===== config.mk =====
export PLATFORM = sky130hd
export DESIGN_NAME = reg_integrity_mon
export DESIGN_NICKNAME = d
export VERILOG_FILES = /design/src/rtl/integ_pkg.sv /design/src/rtl/integ_record.sv /design/src/rtl/integ_sweep.sv /design/src/rtl/integ_flag.sv /design/src/rtl/reg_integrity_mon.sv
export SDC_FILE = /design/constraint.sdc
export NUM_CORES = 1
export LEC_CHECK = 0
export BUFFER_PORTS_ARGS = -buffer_cell sky130_fd_sc_hd__buf_2
export CELL_PAD_IN_SITES_DETAIL_PLACEMENT = 2
export CELL_PAD_IN_SITES_GLOBAL_PLACEMENT = 2
export CORE_MARGIN = 3
export CORE_UTILIZATION = 29
export DETAILED_ROUTE_END_ITERATION = 7
export GPL_TIMING_DRIVEN = 0
export HOLD_SLACK_MARGIN = 0.08
export PLACE_DENSITY_LB_ADDON = 0.25
export REMOVE_ABC_BUFFERS = 1
export SLEW_MARGIN = 15
export SYNTH_ARGS = -nofsm -noshare
export SYNTH_HDL_FRONTEND = slang
export SYNTH_HIERARCHICAL = 1
export SYNTH_SLANG_ARGS = --single-unit

===== constraint.sdc =====
create_clock -name clk -period 2.1 [get_ports clk]
set_clock_uncertainty 0.1 [all_clocks]
set_input_delay 0.21 -clock clk [delete_from_list [all_inputs] [get_ports clk]]
set_output_delay 0.21 -clock clk [all_outputs]
set_load 0.02 [all_outputs]

===== src/rtl/integ_pkg.sv =====
package integ_pkg;
  typedef enum logic [1:0] {
    OP_NONE  = 2'b00,
    OP_READ  = 2'b01,
    OP_WRITE = 2'b10
  } op_kind_e;

  // one step of the running checksum: rotate left by one, fold in the word
  function automatic logic [31:0] chk_step(input logic [31:0] acc, input logic [31:0] word);
    return {acc[30:0], acc[31]} ^ word;
  endfunction
endpackage


===== src/rtl/integ_record.sv =====
module integ_record #(
  parameter int AW = 16,
  parameter int DW = 32
) (
  input  logic          clk,
  input  logic          rst,
  input  logic          txn_done,
  input  logic          txn_err,
  input  logic          txn_write,
  input  logic [AW-1:0] txn_addr,
  input  logic [DW-1:0] txn_data,
  output logic [1:0]    last_kind,
  output logic [AW-1:0] last_addr,
  output logic [DW-1:0] last_data
);
  import integ_pkg::*;

  always_ff @(posedge clk) begin
    if (rst) begin
      last_kind <= OP_NONE;
      last_addr <= '0;
      last_data <= '0;
    end else if (txn_done && !txn_err) begin
      last_kind <= txn_write ? OP_WRITE : OP_READ;
      last_addr <= txn_addr;
      last_data <= txn_data;
    end
  end
endmodule


===== src/rtl/integ_sweep.sv =====
module integ_sweep #(
  parameter int            AW       = 16,
  parameter int            DW       = 32,
  parameter logic [AW-1:0] CFG_BASE = 16'h0100,
  parameter int            NUM_CFG  = 13,
  parameter logic [AW-1:0] WIN_LO   = 16'h4380,
  parameter logic [AW-1:0] WIN_HI   = 16'h43BE
) (
  input  logic          clk,
  input  logic          rst,
  output logic [AW-1:0] scan_addr,
  input  logic [DW-1:0] scan_data,
  output logic          mismatch
);
  import integ_pkg::*;

  localparam int WIN_WORDS = int'(WIN_HI) - int'(WIN_LO) + 1;
  localparam int TOTAL     = NUM_CFG + WIN_WORDS;
  localparam int IW        = $clog2(TOTAL);

  logic [IW-1:0] scan_idx;
  logic          d_vld, d_first, d_last;
  logic [DW-1:0] acc, acc_nxt, ref_q;
  logic          ref_vld;

  // index -> covered address: configuration group first, then the window
  always_comb begin
    if (scan_idx < IW'(NUM_CFG))
      scan_addr = CFG_BASE + AW'(scan_idx);
    else
      scan_addr = WIN_LO + (AW'(scan_idx) - AW'(NUM_CFG));
  end

  always_comb acc_nxt = chk_step(d_first ? '0 : acc, scan_data);

  always_ff @(posedge clk) begin
    if (rst) begin
      scan_idx <= '0;
      d_vld    <= 1'b0;
      d_first  <= 1'b0;
      d_last   <= 1'b0;
      acc      <= '0;
      ref_q    <= '0;
      ref_vld  <= 1'b0;
      mismatch <= 1'b0;
    end else begin
      scan_idx <= (scan_idx == IW'(TOTAL - 1)) ? '0 : scan_idx + 1'b1;
      d_vld    <= 1'b1;
      d_first  <= (scan_idx == '0);
      d_last   <= (scan_idx == IW'(TOTAL - 1));
      mismatch <= 1'b0;
      if (d_vld) begin
        acc <= acc_nxt;
        if (d_last) begin
          ref_q    <= acc_nxt;
          ref_vld  <= 1'b1;
          mismatch <= ref_vld && (acc_nxt != ref_q);
        end
      end
    end
  end
endmodule


===== src/rtl/integ_flag.sv =====
module integ_flag #(
  parameter int DW       = 32,
  parameter int FLAG_BIT = 25
) (
  input  logic          clk,
  input  logic          rst,
  input  logic          set_evt,
  input  logic          status_wr,
  input  logic          status_wbit,
  input  logic          mask_wr,
  input  logic          mask_wbit,
  output logic [DW-1:0] status_q,
  output logic [DW-1:0] mask_q,
  output logic          irq_n
);
  logic flag, mask;

  always_ff @(posedge clk) begin
    if (rst) begin
      flag <= 1'b0;
      mask <= 1'b0;
    end else begin
      if (set_evt)
        flag <= 1'b1;
      else if (status_wr && status_wbit)
        flag <= 1'b0;
      if (mask_wr)
        mask <= mask_wbit;
    end
  end

  always_comb begin
    status_q           = '0;
    status_q[FLAG_BIT] = flag;
    mask_q             = '0;
    mask_q[FLAG_BIT]   = mask;
    irq_n              = ~(flag & mask);
  end
endmodule


===== src/rtl/reg_integrity_mon.sv =====
module reg_integrity_mon #(
  parameter int            AW       = 16,
  parameter int            DW       = 32,
  parameter int            FLAG_BIT = 25,
  parameter logic [AW-1:0] CFG_BASE = 16'h0100,
  parameter int            NUM_CFG  = 13,
  parameter logic [AW-1:0] WIN_LO   = 16'h4380,
  parameter logic [AW-1:0] WIN_HI   = 16'h43BE
) (
  input  logic          clk,
  input  logic          rst,
  input  logic          txn_done,
  input  logic          txn_err,
  input  logic          txn_write,
  input  logic [AW-1:0] txn_addr,
  input  logic [DW-1:0] txn_data,
  output logic [1:0]    last_kind,
  output logic [AW-1:0] last_addr,
  output logic [DW-1:0] last_data,
  output logic [AW-1:0] scan_addr,
  input  logic [DW-1:0] scan_data,
  input  logic          status_wr,
  input  logic          status_wbit,
  input  logic          mask_wr,
  input  logic          mask_wbit,
  output logic [DW-1:0] status_q,
  output logic [DW-1:0] mask_q,
  output logic          irq_n
);
  logic mismatch;
  logic set_evt;

  assign set_evt = (txn_done && !txn_err && txn_write) || mismatch;

  integ_record #(.AW(AW), .DW(DW)) u_record (
    .clk(clk), .rst(rst),
    .txn_done(txn_done), .txn_err(txn_err), .txn_write(txn_write),
    .txn_addr(txn_addr), .txn_data(txn_data),
    .last_kind(last_kind), .last_addr(last_addr), .last_data(last_data)
  );

  integ_sweep #(
    .AW(AW), .DW(DW), .CFG_BASE(CFG_BASE), .NUM_CFG(NUM_CFG),
    .WIN_LO(WIN_LO), .WIN_HI(WIN_HI)
  ) u_sweep (
    .clk(clk), .rst(rst),
    .scan_addr(scan_addr), .scan_data(scan_data), .mismatch(mismatch)
  );

  integ_flag #(.DW(DW), .FLAG_BIT(FLAG_BIT)) u_flag (
    .clk(clk), .rst(rst), .set_evt(set_evt),
    .status_wr(status_wr), .status_wbit(status_wbit),
    .mask_wr(mask_wr), .mask_wbit(mask_wbit),
    .status_q(status_q), .mask_q(mask_q), .irq_n(irq_n)
  );
endmodule


==> summary.md <==
| Metric | Value |
|---|---|
| Kind of start point of the critical path | flop |
| Clock root cell | clkbuf_16 |
| Cells after Synth | 740 |
| DRC viols | 0 |
| Clock share of power | 0.411 |
| Internal power | 4.67 mW |
| Sequential cell area fraction in the yosys report | 0.386 |
| Fin worst setup slack | -0.132 ns |
| Area after DPL | 7280 um^2 |
| Rel. slew slack | 0.313 |
| Status | complete, but fails checks |
| Count of final setup violators | 1 |
| Max Fclk | 448 MHz |
| Antenna cell count | 0 |
| Min-delay worst type | in2reg |
| GR Util All Layers | 0.175 |
| Final instance area | 8930 um^2 |
| Post-synth EDFFs | 0 |
| Final period utilization | 1.06 |
| Synthesized cell area | 6640 um^2 |
| Ys flop type | dfxtp_1 |
| Mean Syn Cell Area | 8.97 um^2 |
| Fin nets | 1,033 |
| Die W | 157 um |
| Sink Count | 128 |
| Post-synth top area share | 0.386 |
| Routed WL per cell | 18.0 um |
| Clock latency on the worst-skew pair | 0.41 ns |
| CP max FO | 16 |
| Sw Share | 0.283 |
| Failing checks | negative setup slack |
| Most Used Layer, Global Route | met2 |
| Logic pwr share | 0.186 |
| Met2 usage | 0.311 |
| Largest net degree at the start of global routing | 127 |
| Drt pass-1 iters | 4 |
| Filler instances | 2,493 |
| Max incr delay on CP | 0.45 ns |
| CTS H-tree depth | 4 |
| Worst setup EP type | flop |
| Final HPWL DP | 12.9 mm |
| PD cells | 729 nW/um^2 |
| Reg power frac | 0.403 |
| DRT iter0 DRCs | 213 |
| Row Count | 54 |
| Unrepaired setup endpoints after global routing | true |
| Final core utilization | 0.403 |
| Final hold vios | 0 |
| FF/Latch Area | 2590 um^2 |
| CP Class | reg2reg |
| Core area | 22,200 um^2 |
| P_sw | 1.84 mW |
| Netlist cell types | 47 |
| Synth area leaders | dfxtp_1, nand4bb_1, buf_4 |
| Met1 GRT Util | 0.217 |
| Initial antenna violation count | 0 |
| Grt ovf | 0 |
| CP required | 2.27 ns |
| CTS buffer count | 17 |
| Synthesis Warnings | 6 |
| Worst EP arrival | 2.40 ns |
| Global-route wire length before repair | 34.1 mm |
| Area leader, netlist | dfxtp_1 |
| Share of cells above drive strength 1 | 0.272 |
| IO Count | 220 |
| Final WL | 22.1 mm |
| Maxcap violations | 0 |
| Overall power | 6.51 mW |
| Routed Antenna Nets | 0 |
| Static leakage | 3.65 nW |
| Area Growth Syn to Fin | 34.5% |
| GP Congestion | 0.704 |
| Area of the multi-input gates | 3770 um^2 |
| Vias per cell | 4.72 |
| Slowest library cell on the worst path | dfxtp_4 |
| Register clock-pin slew on the reported worst setup and hold paths | 0.06 ns |
| I/O Buffers | 151 |
| TritonCTS clock tree | built |
| Ys async rst share | 0 |
| Fin. max-slew vios | 0 |
| Met3 Use GR | 0.0338 |
| Die area | 24,700 um^2 |
| Post-layout min period | 2.23 ns |
| Routed via count | 5,815 |
| CP cell instances | buf_6, buf_4, buf_12, nor2b_1, a221o_1, nor4_2, and3_1, a31oi_1 |
| Synthesis-stage register bit count | 128 |
| Vias in the first global route | 6,139 |
| Clock Path Buffers | 2 |
| Tightest Pin Transition | 1.03 ns |
| Initial Utilization | 0.300 |
| Die height | 157 um |
| Max VDD drop | 0.000577 V |
==> what timing repair did <==
action,in CTS,in global routing
endpoints found under the hold margin,71,0
pin swaps,8,14
resized for setup,43,25
setup endpoints to repair,73,6
buffers inserted,12,10
gates cloned,1,0
hold buffers,65,0
==> cell usage in the layout, fill, tap and decap left out, types with 8 or more instances in the layout <==
| master | Yosys | routed |
|---|---|---|
| a211oi_1 | 64 | 64 |
| buf_2 | 6 | 149 |
| buf_4 | 73 | 18 |
| clkbuf_16 | 0 | 17 |
| conb_1 | 3 | 68 |
| dfxtp_1 | 128 | 119 |
| dlygate4sd3_1 | 0 | 65 |
| nand2_1 | 12 | 12 |
| nand2b_1 | 54 | 52 |
| nand4bb_1 | 49 | 49 |
| nor2_1 | 84 | 83 |
| nor2b_1 | 30 | 19 |
| nor2b_2 | 1 | 8 |
| o21ai_0 | 38 | 37 |
| o21ai_1 | 16 | 17 |
| xnor2_1 | 50 | 37 |
| xnor2_2 | 2 | 15 |
| xor2_1 | 21 | 21 |
==> final timing paths <==
| path | startpoint | to | slack, ns | cells after the start |
|---|---|---|---|---|
| worst max-delay path | u_sweep/d_first | u_sweep/mismatch | -0.13 | 8 |
| worst min-delay path | scan_data[31] | u_sweep/ref_q[31] | 0.10 | 3 |
| worst max register to register | u_sweep/d_first | u_sweep/mismatch | -0.13 | 8 |
| worst min register to register | u_sweep/scan_idx[0] | u_sweep/scan_idx[0] | 0.36 | 1 |
==> per-layer routing <==
| metal | vias to the layer above | part of all wire |
|---|---|---|
| met3 | 15 | 0.049 |
| met4 | 0 | 0.0090 |
| met2 | 162 | 0.49 |
| met5 | - | 0 |
| li1 | 2815 | - |
| met1 | 2823 | 0.45 |
==> cells in the mapped netlist (all sizes together), types with 6 or more instances <==
library cell	n
a211oi	64
a21oi	6
buf	85
clkbuf	39
dfxtp	128
inv	6
nand2	12
nand2b	54
nand3	7
nand4bb	49
nor2	84
nor2b	32
o21ai	54
xnor2	52
xor2	21
==> power groups by stage <==
stage          Sequential [mW]  Clock (mW)  Combinational (mW)
2_1_floorplan             2.72           0               0.515
3_3_place_gp              2.69           0               0.905
3_5_place_dp              2.69           0               0.913
4_1_cts                   2.62        2.77                1.16
5_1_grt                   2.64        2.89                1.31
6_report                  2.62        2.68                1.21
==> registers in the layout, summed over array words and instances, names as in the netlist, 2 cells and up <==
name / count
u_sweep/ref_q: 32
u_sweep/scan_idx: 7
u_record/last_kind: 2
u_record/last_addr: 16
u_sweep/acc: 32
u_record/last_data: 32
==> logic make-up after synthesis <==
logic type                 count (synthesis)  share of synthesized area
AOI/OAI and AO/OA                        135                      0.131
xor gates and xnor gates                  73                     0.0985
adders and majority gates                  3                    0.00565
buffers and inverters                    130                      0.120
DFF                                      128                      0.386
muxes                                      2                    0.00377
other                                      3                    0.00170
and+or+nand+nor                          266                      0.254
==> critical path, delay by kind of cell (launching register included) <==
family	cells	cell delay, ns
AND/OR/NAND/NOR	3	0.62
AO/OA/AOI/OAI	2	0.46
buffers and inverters	3	0.45
flip-flops	1	0.45
==> cell type report <==
cell class	count	area share
tap	280	0.0392
multi-input combinational	548	0.422
timing repair buffer	240	0.187
sequential	128	0.290
clock buffer	23	0.0547
clock inverter	6	0.00392
inverter	6	0.00280
==> through the flow <==
stage                     hold WS [ns]  setup slack, ns  setup TNS [ns]  instances
after global routing            0.0957           -0.226          -0.234       1231
after CTS                       0.0825           -0.118          -0.118       1221
after floorplan                  0.182            -1.02          -34.05        681
after detailed placement         0.320           -0.912          -28.54       1114
final                            0.104           -0.132          -0.132       1231
after global placement           0.313            -2.62         -151.64       1112
Power figures use the tool's default switching activity.
